**config.mk**
```make
export PLATFORM = sky130hd
export DESIGN_NAME = eccchk_top
export DESIGN_NICKNAME = d
export VERILOG_FILES = /design/src/rtl/eccchk_pkg.sv /design/src/rtl/eccchk_classify.sv /design/src/rtl/eccchk_seq.sv /design/src/rtl/eccchk_top.sv
export SDC_FILE = /design/constraint.sdc
export NUM_CORES = 1
export LEC_CHECK = 0
export ABC_AREA = 1
export BUFFER_PORTS_ARGS = -buffer_cell sky130_fd_sc_hd__buf_2
export CORE_MARGIN = 8
export CORE_UTILIZATION = 52
export DETAILED_ROUTE_END_ITERATION = 7
export PLACE_DENSITY = 0.81
export SYNTH_ARGS = -nofsm -noshare
export SYNTH_HDL_FRONTEND = slang
export SYNTH_SLANG_ARGS = --single-unit
```
**constraint.sdc**
```tcl
create_clock -name clk -period 1.85 [get_ports clk]
set_clock_uncertainty 0.2 [all_clocks]
set_input_delay 0.0925 -clock clk [delete_from_list [all_inputs] [get_ports clk]]
set_output_delay 0.0925 -clock clk [all_outputs]
set_load 0.005 [all_outputs]
```
**src/rtl/eccchk_pkg.sv**
```systemverilog
package eccchk_pkg;
  typedef enum logic [1:0] {
    CLS_CLEAN = 2'd0,
    CLS_FIX   = 2'd1,
    CLS_CODE  = 2'd2,
    CLS_LOST  = 2'd3
  } ecc_cls_t;
endpackage

```
**src/rtl/eccchk_classify.sv**
```systemverilog
module eccchk_classify
  import eccchk_pkg::*;
#(
  parameter int PAIRS = 12
) (
  input  logic [2*PAIRS-1:0] stored_code,
  input  logic [2*PAIRS-1:0] calc_code,
  output ecc_cls_t           cls,
  output logic [PAIRS-4:0]   byte_off,
  output logic [2:0]         bit_idx
);
  localparam int CODE_W = 2 * PAIRS;
  localparam int WT_W   = $clog2(CODE_W + 1);

  logic [CODE_W-1:0] syn;
  logic [WT_W-1:0]   weight;
  logic              erased;

  always_comb begin
    syn    = stored_code ^ calc_code;
    weight = '0;
    for (int k = 0; k < CODE_W; k++) begin
      weight = weight + WT_W'(syn[k]);
    end
    erased = (&stored_code) && !(|calc_code);
  end

  always_comb begin
    if (syn == '0 || erased)          cls = CLS_CLEAN;
    else if (weight == WT_W'(PAIRS))  cls = CLS_FIX;
    else if (weight == WT_W'(1))      cls = CLS_CODE;
    else                              cls = CLS_LOST;
  end

  assign byte_off = syn[CODE_W-1:PAIRS+3];
  assign bit_idx  = syn[PAIRS+2:PAIRS];
endmodule

```
**src/rtl/eccchk_seq.sv**
```systemverilog
module eccchk_seq #(
  parameter int SUBS  = 4,
  parameter int IDX_W = 2
) (
  input  logic             clk,
  input  logic             rst_n,
  input  logic             in_valid,
  input  logic             in_first,
  input  logic             page_mode,
  input  logic             fail,
  output logic             accept,
  output logic [IDX_W-1:0] idx,
  output logic             finish
);
  logic             act_q, act_d;
  logic             mode_q, mode_d;
  logic [IDX_W-1:0] cnt_q, cnt_d;
  logic             multi, last;

  always_comb begin
    accept = in_valid && (in_first || act_q);
    idx    = in_first ? '0 : cnt_q;
    multi  = in_first ? page_mode : mode_q;
    last   = multi ? (idx == IDX_W'(SUBS - 1)) : 1'b1;
    finish = accept && (last || fail);
    act_d  = act_q;
    cnt_d  = cnt_q;
    mode_d = mode_q;
    if (accept) begin
      act_d = !finish;
      cnt_d = idx + IDX_W'(1);
    end
    if (in_valid && in_first) begin
      mode_d = page_mode;
    end
  end

  always_ff @(posedge clk or negedge rst_n) begin
    if (!rst_n) begin
      act_q  <= 1'b0;
      mode_q <= 1'b0;
      cnt_q  <= '0;
    end else begin
      act_q  <= act_d;
      mode_q <= mode_d;
      cnt_q  <= cnt_d;
    end
  end
endmodule

```
**src/rtl/eccchk_top.sv**
```systemverilog
module eccchk_top
  import eccchk_pkg::*;
#(
  parameter int SECT_BYTES = 512,
  parameter int SUBS       = 4,
  localparam int OFF_W  = $clog2(SECT_BYTES),
  localparam int PAIRS  = 3 + OFF_W,
  localparam int CODE_W = 2 * PAIRS,
  localparam int IDX_W  = (SUBS > 1) ? $clog2(SUBS) : 1,
  localparam int ADDR_W = IDX_W + OFF_W
) (
  input  logic              clk,
  input  logic              rst_n,
  input  logic              in_valid,
  input  logic              in_first,
  input  logic              page_mode,
  input  logic [CODE_W-1:0] stored_code,
  input  logic [CODE_W-1:0] calc_code,
  output logic              res_valid,
  output logic [1:0]        res_class,
  output logic [IDX_W-1:0]  res_sub,
  output logic              fix_strobe,
  output logic [ADDR_W-1:0] fix_addr,
  output logic [7:0]        fix_mask,
  output logic              done
);
  ecc_cls_t         cls;
  logic [OFF_W-1:0] byte_off;
  logic [2:0]       bit_idx;
  logic             fail, accept, finish;
  logic [IDX_W-1:0] idx;
  logic             is_fix;

  eccchk_classify #(.PAIRS(PAIRS)) u_cls (
    .stored_code (stored_code),
    .calc_code   (calc_code),
    .cls         (cls),
    .byte_off    (byte_off),
    .bit_idx     (bit_idx)
  );

  assign fail = (cls == CLS_CODE) || (cls == CLS_LOST);

  eccchk_seq #(.SUBS(SUBS), .IDX_W(IDX_W)) u_seq (
    .clk       (clk),
    .rst_n     (rst_n),
    .in_valid  (in_valid),
    .in_first  (in_first),
    .page_mode (page_mode),
    .fail      (fail),
    .accept    (accept),
    .idx       (idx),
    .finish    (finish)
  );

  logic              valid_d, strobe_d, done_d;
  logic [1:0]        class_d;
  logic [IDX_W-1:0]  sub_d;
  logic [ADDR_W-1:0] addr_d;
  logic [7:0]        mask_d;

  always_comb begin
    is_fix   = accept && (cls == CLS_FIX);
    valid_d  = accept;
    done_d   = finish;
    strobe_d = is_fix;
    class_d  = accept ? 2'(cls) : 2'd0;
    sub_d    = accept ? idx : '0;
    addr_d   = is_fix ? {idx, byte_off} : '0;
    mask_d   = is_fix ? (8'd1 << bit_idx) : 8'd0;
  end

  always_ff @(posedge clk or negedge rst_n) begin
    if (!rst_n) begin
      res_valid  <= 1'b0;
      res_class  <= 2'd0;
      res_sub    <= '0;
      fix_strobe <= 1'b0;
      fix_addr   <= '0;
      fix_mask   <= 8'd0;
      done       <= 1'b0;
    end else begin
      res_valid  <= valid_d;
      res_class  <= class_d;
      res_sub    <= sub_d;
      fix_strobe <= strobe_d;
      fix_addr   <= addr_d;
      fix_mask   <= mask_d;
      done       <= done_d;
    end
  end
endmodule

```
* Word level (Yosys, flattened, before mapping)
Cells that the tools add are included.
** Storage, ports and cells
- Word-level logic and storage cells :: 66
- Output and inout bits :: 26
- Input port bits :: 53
- Register bits :: 30
** Operators by class
- Equal/unequal tests :: 6
- Shift operators :: 1
- Mux-type cells :: 10
- Reductions and logical operators :: 14
- Bitwise operators :: 1
- $add $sub $neg :: 24
** Operator list (count)
- $add A5 B1 Y5 :: 22
- $logic_not A24 Y1 :: 1
- $reduce_and A24 Y1 :: 1
- $reduce_or A24 Y1 :: 1
- $xor A24 B24 Y24 :: 1
- $mux W11 :: 1
- $mux W2 :: 5
- $mux W8 :: 1
- $shl A1 B3 Y8 const A :: 1
- $eq A2 B2 Y1 const B :: 3
- $eq A5 B1 Y1 const B :: 1
- $eq A5 B4 Y1 const B :: 1
- $logic_and A1 B1 Y1 :: 5
- $logic_or A1 B1 Y1 :: 4
- $mux W1 :: 3
- $add A1 B1 Y2 :: 1
- $add A2 B1 Y2 const B :: 1
- $eq A2 B1 Y1 const B :: 1
- $logic_not A1 Y1 :: 2

* Logic depth before layout (Yosys ltp)
Gate-level depths: netlist of the first run.
- Depth after elaboration :: 33
- Gate-level depth with buffers :: 24
- Mapped depth without buffers :: 23

* Cells and area by module
From an unflattened synthesis of the first run, not the netlist that was laid out.
** Second synthesis, totals
- Cell total of the unflattened synthesis :: 342
- Area, all modules :: 2417.3 sq um
** By module, submodules not included
- eccchk_classify :: times used 1, cells each 228, area an instance 1295.0 sq um
- eccchk_top :: times used 1, cells each 82, area an instance 889.6 sq um
- eccchk_seq :: times used 1, cells each 32, area an instance 232.7 sq um

* Worst setup path after synthesis of the first run
OpenSTA, ideal clock, no wires.
- Path kind :: input to register
- Start point :: in stored_code[0]
- End point :: reg fix_addr[3]
- Slack :: -3.103 ns
- Cell stages on the path :: 19
- Arrival time :: 4.636 ns
- Buffers on the path :: 1
- Cells stage by stage :: xnor2_1 ha_1 inv_1 fa_1 fa_1 fa_1 fa_1 fa_1 inv_1 fa_1 inv_1 fa_1 o211ai_1 nor2_1 nand2_1 inv_2 nand3_2 buf_12 nor2_2
** On the way
- Cells in the longest elaborated chain, start to end :: 31
** Ends and longest elaborated chain
- start: declaration :: line eccchk_top.sv:17 : input logic [CODE_W-1:0] stored_code,
- $xor A24 B24 Y24 :: line eccchk_classify.sv:20 : syn = stored_code ^ calc_code;
- $add A1 B1 Y2 :: line eccchk_classify.sv:23 : weight = weight + WT_W'(syn[k]);
- $add A5 B1 Y5 (22 in a row) :: line eccchk_classify.sv:23
- $eq A5 B1 Y1 :: line eccchk_classify.sv:31 : else if (weight == WT_W'(1)) cls = CLS_CODE;
- $mux W1 :: line eccchk_classify.sv:31
- $mux W2 :: line eccchk_classify.sv:30 : else if (weight == WT_W'(PAIRS)) cls = CLS_FIX;
- $mux W2 * :: line eccchk_classify.sv:29 : if (syn == '0 || erased) cls = CLS_CLEAN;
- $eq A2 B1 Y1 * :: line eccchk_top.sv:63 : is_fix = accept && (cls == CLS_FIX);
- $logic_and A1 B1 Y1 * :: line eccchk_top.sv:63
- $mux W11 * :: line eccchk_top.sv:69 : addr_d = is_fix ? {idx, byte_off} : '0;
- named net addr_d[3] :: line eccchk_top.sv:59 : logic [ADDR_W-1:0] addr_d;
- end signal: assignment :: line eccchk_top.sv:87 : fix_addr <= addr_d;
- end: declaration :: line eccchk_top.sv:23 : output logic [ADDR_W-1:0] fix_addr,
The timed path passes the listed nets; every way through them passes the cells marked *.
A chain may end at the register's enable or synchronous reset.

* Worst setup path in the final report of the first run
- Start point :: in stored_code[1]
- End point :: reg fix_mask[4]
** On the way
- Cells in the longest elaborated chain, start to end :: 31
** Ends and longest elaborated chain
- $xor A24 B24 Y24 :: line eccchk_classify.sv:20
- $add A1 B1 Y2 :: line eccchk_classify.sv:23
- $add A5 B1 Y5 (22 in a row) :: line eccchk_classify.sv:23
- $eq A5 B1 Y1 :: line eccchk_classify.sv:31
- $mux W1 :: line eccchk_classify.sv:31
- $mux W2 :: line eccchk_classify.sv:30
- $mux W2 * :: line eccchk_classify.sv:29
- $eq A2 B1 Y1 * :: line eccchk_top.sv:63
- $logic_and A1 B1 Y1 * :: line eccchk_top.sv:63
- $mux W8 * :: line eccchk_top.sv:70 : mask_d = is_fix ? (8'd1 << bit_idx) : 8'd0;
- named net mask_d[4] :: line eccchk_top.sv:60 : logic [7:0] mask_d;
- end signal: assignment :: line eccchk_top.sv:88 : fix_mask <= mask_d;
- end: declaration :: line eccchk_top.sv:24 : output logic [7:0] fix_mask,
Marks and branches as above.

==> impl_metrics.env, run 1 <==
export IMPL_clk_pin_slew_ns=0.06
export IMPL_cts_tree="yes"
export IMPL_place_gp_congestion=0.932
export IMPL_leakagePower_uw=0.00238
export IMPL_ff2ff_path_depth=6
export IMPL_pwr_share_seq_pct=15.4
export IMPL_synth_fa_ha_area_share_pct=17.6
export IMPL_chipWidth_um=86.3
export IMPL_violations="setup timing"
export IMPL_synth_seq_cells=30
export IMPL_p_clk_share_pct=10.9
export IMPL_final_setup_viol_count=24
export IMPL_r2r_end="fix_mask[5]"
export IMPL_fmax_mhz=208
export IMPL_period_share_pct=260
export IMPL_dp_hpwl_um=6400
export IMPL_finalSetupTns_ns=-69.16
export IMPL_peakVddDrop_uv=2050
export IMPL_power_density_nw_per_um2=1260
export IMPL_synthCells=375
export IMPL_ant_nets=0
export IMPL_vias_per_cell=4.93
export IMPL_fin_crit_ns=4.81
export IMPL_p_int_uw=2860
export IMPL_die_y_um=86.3
export IMPL_clock_sinks=30
export IMPL_grt_pass1_vias=3124
export IMPL_synth_top_cell_by_area="dfrtp_1"
export IMPL_insertedDiodeCount=0
export IMPL_yosysUniqueCellTypes=25
export IMPL_antenna_found_initial=0
export IMPL_setup_slack_ns=-2.96
export IMPL_min_path_type="in2reg"
export IMPL_grt_max_degree=31
export IMPL_drt_iter0_markers=281
export IMPL_wire_per_inst_um=14.8
export IMPL_seqCellArea_um2=751
export IMPL_timing_critical_path_from_type="primary input"
export IMPL_crit_end="fix_mask[4]"
export IMPL_slew_headroom_pct=57.3
export IMPL_final_nets=632
export IMPL_preCtsSetupSlack_ns=-3.20
export IMPL_synth_xor_area_share_pct=1.71
export IMPL_path_max_fanout=5
export IMPL_drc=0
export IMPL_ys_warn_count=0
export IMPL_hold_viol_final=0
export IMPL_worstPathArrival_ns=4.81
export IMPL_status="complete, but fails checks"
export IMPL_clock_path_buffers=2
export IMPL_synth_top_area_share_pct=29.2
export IMPL_cts_root_buf="clkbuf_8"
export IMPL_multi_input_comb_area_um2=1590
export IMPL_insertion_delay_ns=0.29
export IMPL_vias=3064
export IMPL_ys_seq_area_share_pct=29.2
export IMPL_p_comb_share_pct=73.7
export IMPL_routed_wl_um=9180
export IMPL_grt_pass1_wl_um=13900
export IMPL_initial_utilization_pct=54.0
export IMPL_synth_nets=454
export IMPL_synthTopCellsByArea="dfrtp_1, nand2_1, inv_1"
export IMPL_synth_simple_gate_area_share_pct=33.5
export IMPL_startpoint="stored_code[1]"
export IMPL_worst_pin_slew_ns=0.640
export IMPL_row_count=25
export IMPL_grt_util_all_layers_pct=23.8
export IMPL_maxCapViolCount=0
export IMPL_crit_chain="buf_8 -> xnor2_4 -> ha_1 -> inv_1 -> fa_1 -> fa_1 -> fa_1 -> fa_1 -> fa_1 -> inv_1 -> fa_2 -> inv_2 -> fa_2 -> o211ai_1 -> nor2_1 -> nand2_1 -> inv_2 -> nand4_1 -> nor2_1"
export IMPL_critPathCaptureType="flop"
export IMPL_rsz0062_at_grt="true"
export IMPL_syn_area_um2=2570
export IMPL_coreArea_um2=4750
export IMPL_port_buffers=78
export IMPL_cp_slowest_cell="fa_1"
export IMPL_area_growth_pct=57.9
export IMPL_slowest_delay_ns=0.55
export IMPL_synth_top_family_by_area="simple AND/OR/NAND/NOR gates"
export IMPL_path_common_cell="fa_1"
export IMPL_p_sw_uw=2260
export IMPL_drive_gt1_share_pct=41.2
export IMPL_synth_mux_area_share_pct=0
export IMPL_firstDrtPassIters=7
export IMPL_cts_buffers=5
export IMPL_dieArea_um2=7440
export IMPL_synth_compound_area_share_pct=2.53
export IMPL_crit_type="in2reg"
export IMPL_r2r_slack_ns=0.16
export IMPL_ios=79
export IMPL_p_sw_share_pct=44.1
export IMPL_syn_avg_cell_area_um2=6.85
export IMPL_cts_htree_levels=2
export IMPL_grt_overflow=0
export IMPL_required_ns=1.85
export IMPL_drv_slew=0
export IMPL_r2r_start="u_seq.act_q"
export IMPL_fill_cells=299
[cell families after synthesis]
family / count (synthesis)
and+or+nand+nor: 202
buffers and inverters: 101
DFF: 30
adders and majority gates: 26
AOI/OAI and AO/OA: 11
xor gates and xnor gates: 5
[cell usage in the layout (no fill, tap or decap), types with 4 or more instances in the layout]
| master | n |
|---|---|
| fa_1 | 15 |
| buf_2 | 71 |
| nor2_2 | 8 |
| buf_4 | 88 |
| nand4_1 | 9 |
| ha_1 | 9 |
| a21oi_1 | 4 |
| buf_6 | 4 |
| nand2_1 | 89 |
| nand3_1 | 10 |
| inv_1 | 84 |
| nor2_1 | 60 |
| nor2_4 | 7 |
| dlygate4sd3_1 | 5 |
| nand2_2 | 10 |
| dfrtp_1 | 30 |
| inv_2 | 14 |
| clkbuf_8 | 6 |
[how the worst min path moves through the flow]
stage / from / endpoint / cells after the start
finish: stored_code[19] / fix_addr[4] / 4
global placement: rst_n / fix_mask[6] / 1
floorplan: rst_n / done / 0
CTS: stored_code[19] / fix_addr[4] / 4
global route: stored_code[19] / fix_addr[4] / 4
detailed placement: rst_n / fix_mask[6] / 1
[metal layers]
layer / routed length (µm) / up-vias / GRT usage (%) / part of all wire (%)
li1: - / 1453 / - / -
met1: 3360 / 1399 / 25.8 / 37
met2: 4780 / 171 / 43.7 / 52
met3: 651 / 41 / 4.35 / 7.1
met4: 389 / 0 / 11.3 / 4.2
met5: 0 / - / 0 / 0
[through the flow]
stage	cell area, µm²	util, %	std cells	power (µW)	hold WS (ns)
final	4050	85.3	621	5120	0.0233
after global routing	4050	85.3	621	5550	0.0378
after CTS	3940	82.8	619	4770	0.00439
after detailed placement	3620	76.1	593	3760	-0.0704
after global placement	3620	76.1	593	3560	-0.0766
after floorplan	2610	-	375	2610	-0.403
[state kept, by name, summed over array words and instances, names as in the netlist]
register,count
fix_addr,11
u_seq.act_q,1
res_valid,1
done,1
fix_mask,8
u_seq.cnt_q,2
res_class,2
fix_strobe,1
res_sub,2
u_seq.mode_q,1
[area by class of cell]
| cell class | count | area share (%) |
|---|---|---|
| Clock buffer | 7 | 2.13 |
| Clock inverter | 1 | 0.123 |
| Inverter | 100 | 9.38 |
| Multi-Input combinational cell | 245 | 39.3 |
| Sequential cell | 30 | 18.5 |
| Tap cell | 67 | 2.07 |
| Timing Repair Buffer | 171 | 28.5 |
[cell usage after synthesis]
cell type and n:
xnor2_1 5, nand4_1 9, inv_1 94, a21oi_1 6
o21ai_2 1, a211oi_1 1, nand2_2 4, ha_1 9
a31oi_1 1, fa_1 17, inv_2 5, nand3_1 12
nor2_2 10, o21ai_0 1, nor2_4 1, or2_2 1
nor3_1 3, dfrtp_1 30, nand3_2 2, nor4_1 1
clkinv_1 1, nor2_1 64, buf_12 1, o211ai_1 1
nand2_1 95
[critical path, delay by kind of cell]
family / cells / cell delay, ns
adders and majority gates: 8 / 3.41
and+or+nand+nor: 4 / 0.64
xor gates and xnor gates: 1 / 0.13
AOI/OAI and AO/OA: 1 / 0.10
buffers and inverters: 5 / 0.43
[power groups by stage]
| stage | clock network [µW] | logic (µW) | registers, µW |
|---|---|---|---|
| global placement | 0 | 2770 | 796 |
| detailed placement | 0 | 2970 | 795 |
| floorplan | 0 | 1790 | 812 |
| finish | 558 | 3770 | 789 |
| global route | 580 | 4170 | 797 |
| CTS | 542 | 3440 | 788 |
[what timing repair did]
action | CTS | global route
gates resized for setup | 19 | 26
hold buffers | 5 | 0
pin swaps | 8 | 10
hold endpoints to repair | 39 | 0
buffers inserted | 12 | 5
endpoints found under the setup margin | 24 | 24
cloned | 1 | 0
(Power assumes the default switching activity.)
==> inputs of run 2 (changes only) <==
==> constraint.sdc (replaced) <==
create_clock -name clk -period 5.05 [get_ports clk]
set_clock_uncertainty 0.2 [all_clocks]
set_input_delay 0.2525 -clock clk [delete_from_list [all_inputs] [get_ports clk]]
set_output_delay 0.2525 -clock clk [all_outputs]
set_load 0.01 [all_outputs]
==> run 2 against run 1 <==
  * The run still ends with setup timing left
  * Setup slack improved by 2.9 ns
  * Critical path depth unchanged
  * Register-to-register slack better by 3.2 ns
  * Power fell by 66%
  * Utilization fell by 9.9 points
  * Flip-flop and latch count stayed put
  * Die area unchanged
  * Global-route usage shrank 4.3 points
  * Clock power decreased by 58%
  * Clock-buffer cell count decreased by 2
  * Critical path type unchanged
  * Highest routed layer unchanged
==> impl_metrics.env, run 2 (same netlist as run 1, synthesis figures left out) <==
export IMPL_status="complete, but fails checks"
export IMPL_violations="setup timing"
export IMPL_hold_depth=3
export IMPL_insertedDiodeCount=0
export IMPL_ios=79
export IMPL_crit_type="in2reg"
export IMPL_vias=2822
export IMPL_hold_viol_final=0
export IMPL_stdcell_count=565
export IMPL_largest_register_ffs=11
export IMPL_antenna_found_initial=0
export IMPL_drt_iter0_markers=202
export IMPL_coreArea_um2=4750
export IMPL_cts_htree_levels=2
export IMPL_mostFrequentLayoutCells="nand2_1, inv_1, buf_2, nor2_1, buf_4"
export IMPL_clk_pin_slew_ns=0.06
export IMPL_grt_pass1_wl_um=11600
export IMPL_dieArea_um2=7440
export IMPL_drv_slew=0
export IMPL_r2r_end="fix_addr[6]"
export IMPL_critPathCaptureType="flop"
export IMPL_startpoint="stored_code[1]"
export IMPL_dp_hpwl_um=5940
export IMPL_area_growth_pct=39.6
export IMPL_ant_nets=0
export IMPL_final_setup_viol_count=2
export IMPL_final_common_cell="nand2_1"
export IMPL_ff2ff_path_depth=7
export IMPL_required_ns=5.05
export IMPL_wire_per_inst_um=14.1
export IMPL_cts_buffers=5
export IMPL_worstPathArrival_ns=5.08
export IMPL_final_nets=576
export IMPL_peakVddDrop_uv=551
export IMPL_initial_utilization_pct=54.0
export IMPL_grt_util_all_layers_pct=19.6
export IMPL_insertion_delay_ns=0.28
export IMPL_maxCapViolCount=0
export IMPL_drc=0
export IMPL_power_density_nw_per_um2=490
export IMPL_regMostFlops="fix_addr"
export IMPL_min_path_type="in2reg"
export IMPL_cts_tree="yes"
export IMPL_r2r_slack_ns=3.33
export IMPL_drive_gt1_share_pct=32.1
export IMPL_fin_crit_ns=5.08
export IMPL_finalPower_uw=1760
export IMPL_dpl_cell_area_um2=3260
export IMPL_fmax_mhz=197
export IMPL_grt_pass1_vias=2674
export IMPL_final_core_util_pct=75.4
export IMPL_rsz0062_at_grt="true"
export IMPL_stdcell_area_um2=3580
export IMPL_grt_overflow=0
export IMPL_chipWidth_um=86.3
export IMPL_leakagePower_uw=0.00213
export IMPL_vias_per_cell=4.99
export IMPL_cts_root_buf="clkbuf_8"
export IMPL_port_buffers=78
export IMPL_path_max_fanout=4
export IMPL_whs_endpoint="u_seq.mode_q"
export IMPL_die_y_um=86.3
export IMPL_reg_largest_list="fix_addr (11), fix_mask (8)"
export IMPL_setup_slack_ns=-0.0308
export IMPL_place_gp_congestion=0.989
export IMPL_firstDrtPassIters=5
export IMPL_period_share_pct=101
export IMPL_grt_max_degree=31
export IMPL_worst_pin_slew_ns=0.625
export IMPL_placed_cells=549
export IMPL_clock_path_buffers=2
export IMPL_hold_start="page_mode"
export IMPL_r2r_start="u_seq.act_q"
export IMPL_routed_wl_um=7950
export IMPL_slew_headroom_pct=58.3
export IMPL_holdWs_ns=0.0653
export IMPL_row_count=25
export IMPL_timing_critical_path_from_type="primary input"
export IMPL_clock_sinks=30
-- run 2: worst max-delay path by stage --
stage                       end  cells after the start  slack (ns)
finish              fix_mask[5]                     19       -0.03
global route        fix_mask[4]                     22       -0.24
CTS                 fix_addr[0]                     20        0.01
detailed placement  fix_addr[0]                     20       -0.29
global placement    fix_addr[0]                     23       -0.17
floorplan           fix_addr[3]                     22       0.008
-- run 2: layout make-up --
type / instances / area (µm²)
Fill cell: 372 / 1170
Clock buffer: 5 / 68.8
Sequential cell: 30 / 751
Multi-Input combinational cell: 244 / 1530
Tap cell: 67 / 83.8
Clock inverter: 3 / 40.0
Timing Repair Buffer: 116 / 739
Inverter: 100 / 375
-- run 2: repair_timing --
| action | 4_1_cts | 5_1_grt |
|---|---|---|
| resized for setup | 0 | 33 |
| hold buffers | 2 | 0 |
| buffers inserted | 0 | 5 |
| endpoints found under the setup margin | 0 | 23 |
| endpoints found under the hold margin | 31 | 0 |
-- run 2: layer usage --
metal / GRT usage, % / vias up / wire (µm)
met4: 8.14 / 0 / 331
met2: 35.7 / 128 / 4090
met3: 3.69 / 36 / 576
li1: - / 1339 / -
met1: 21.7 / 1319 / 2950
met5: 0 / - / 0
-- run 2: power breakdown --
group / switching, µW / total, µW / internal [µW]
sequential: 9.83 / 288 / 278
clock: 89.5 / 234 / 145
combinational: 659 / 1230 / 576
total: 758 / 1760 / 999
-- run 2: worst max-delay path, cell delays in order --
cell and delay, ns:
buf_6 0.10, xnor2_2 0.19, ha_1 0.26, inv_1 0.07
fa_1 0.43, fa_1 0.53, fa_1 0.54, fa_1 0.58
fa_1 0.43, inv_2 0.08, fa_2 0.21, inv_2 0.04
fa_2 0.52, o211ai_1 0.13, nor2_1 0.13, nand2_1 0.09
inv_2 0.11, nand4_1 0.21, nor2_1 0.20
-- run 2: stage by stage --
| step | worst slack (ns) | TNS (ns) |
|---|---|---|
| 6_report | -0.0308 | -0.0388 |
| 5_1_grt | -0.238 | -4.17 |
| 4_1_cts | 0.0109 | 0 |
| 3_5_place_dp | -0.290 | -5.79 |
| 3_3_place_gp | -0.169 | -3.17 |
| 2_1_floorplan | 0.00843 | 0 |
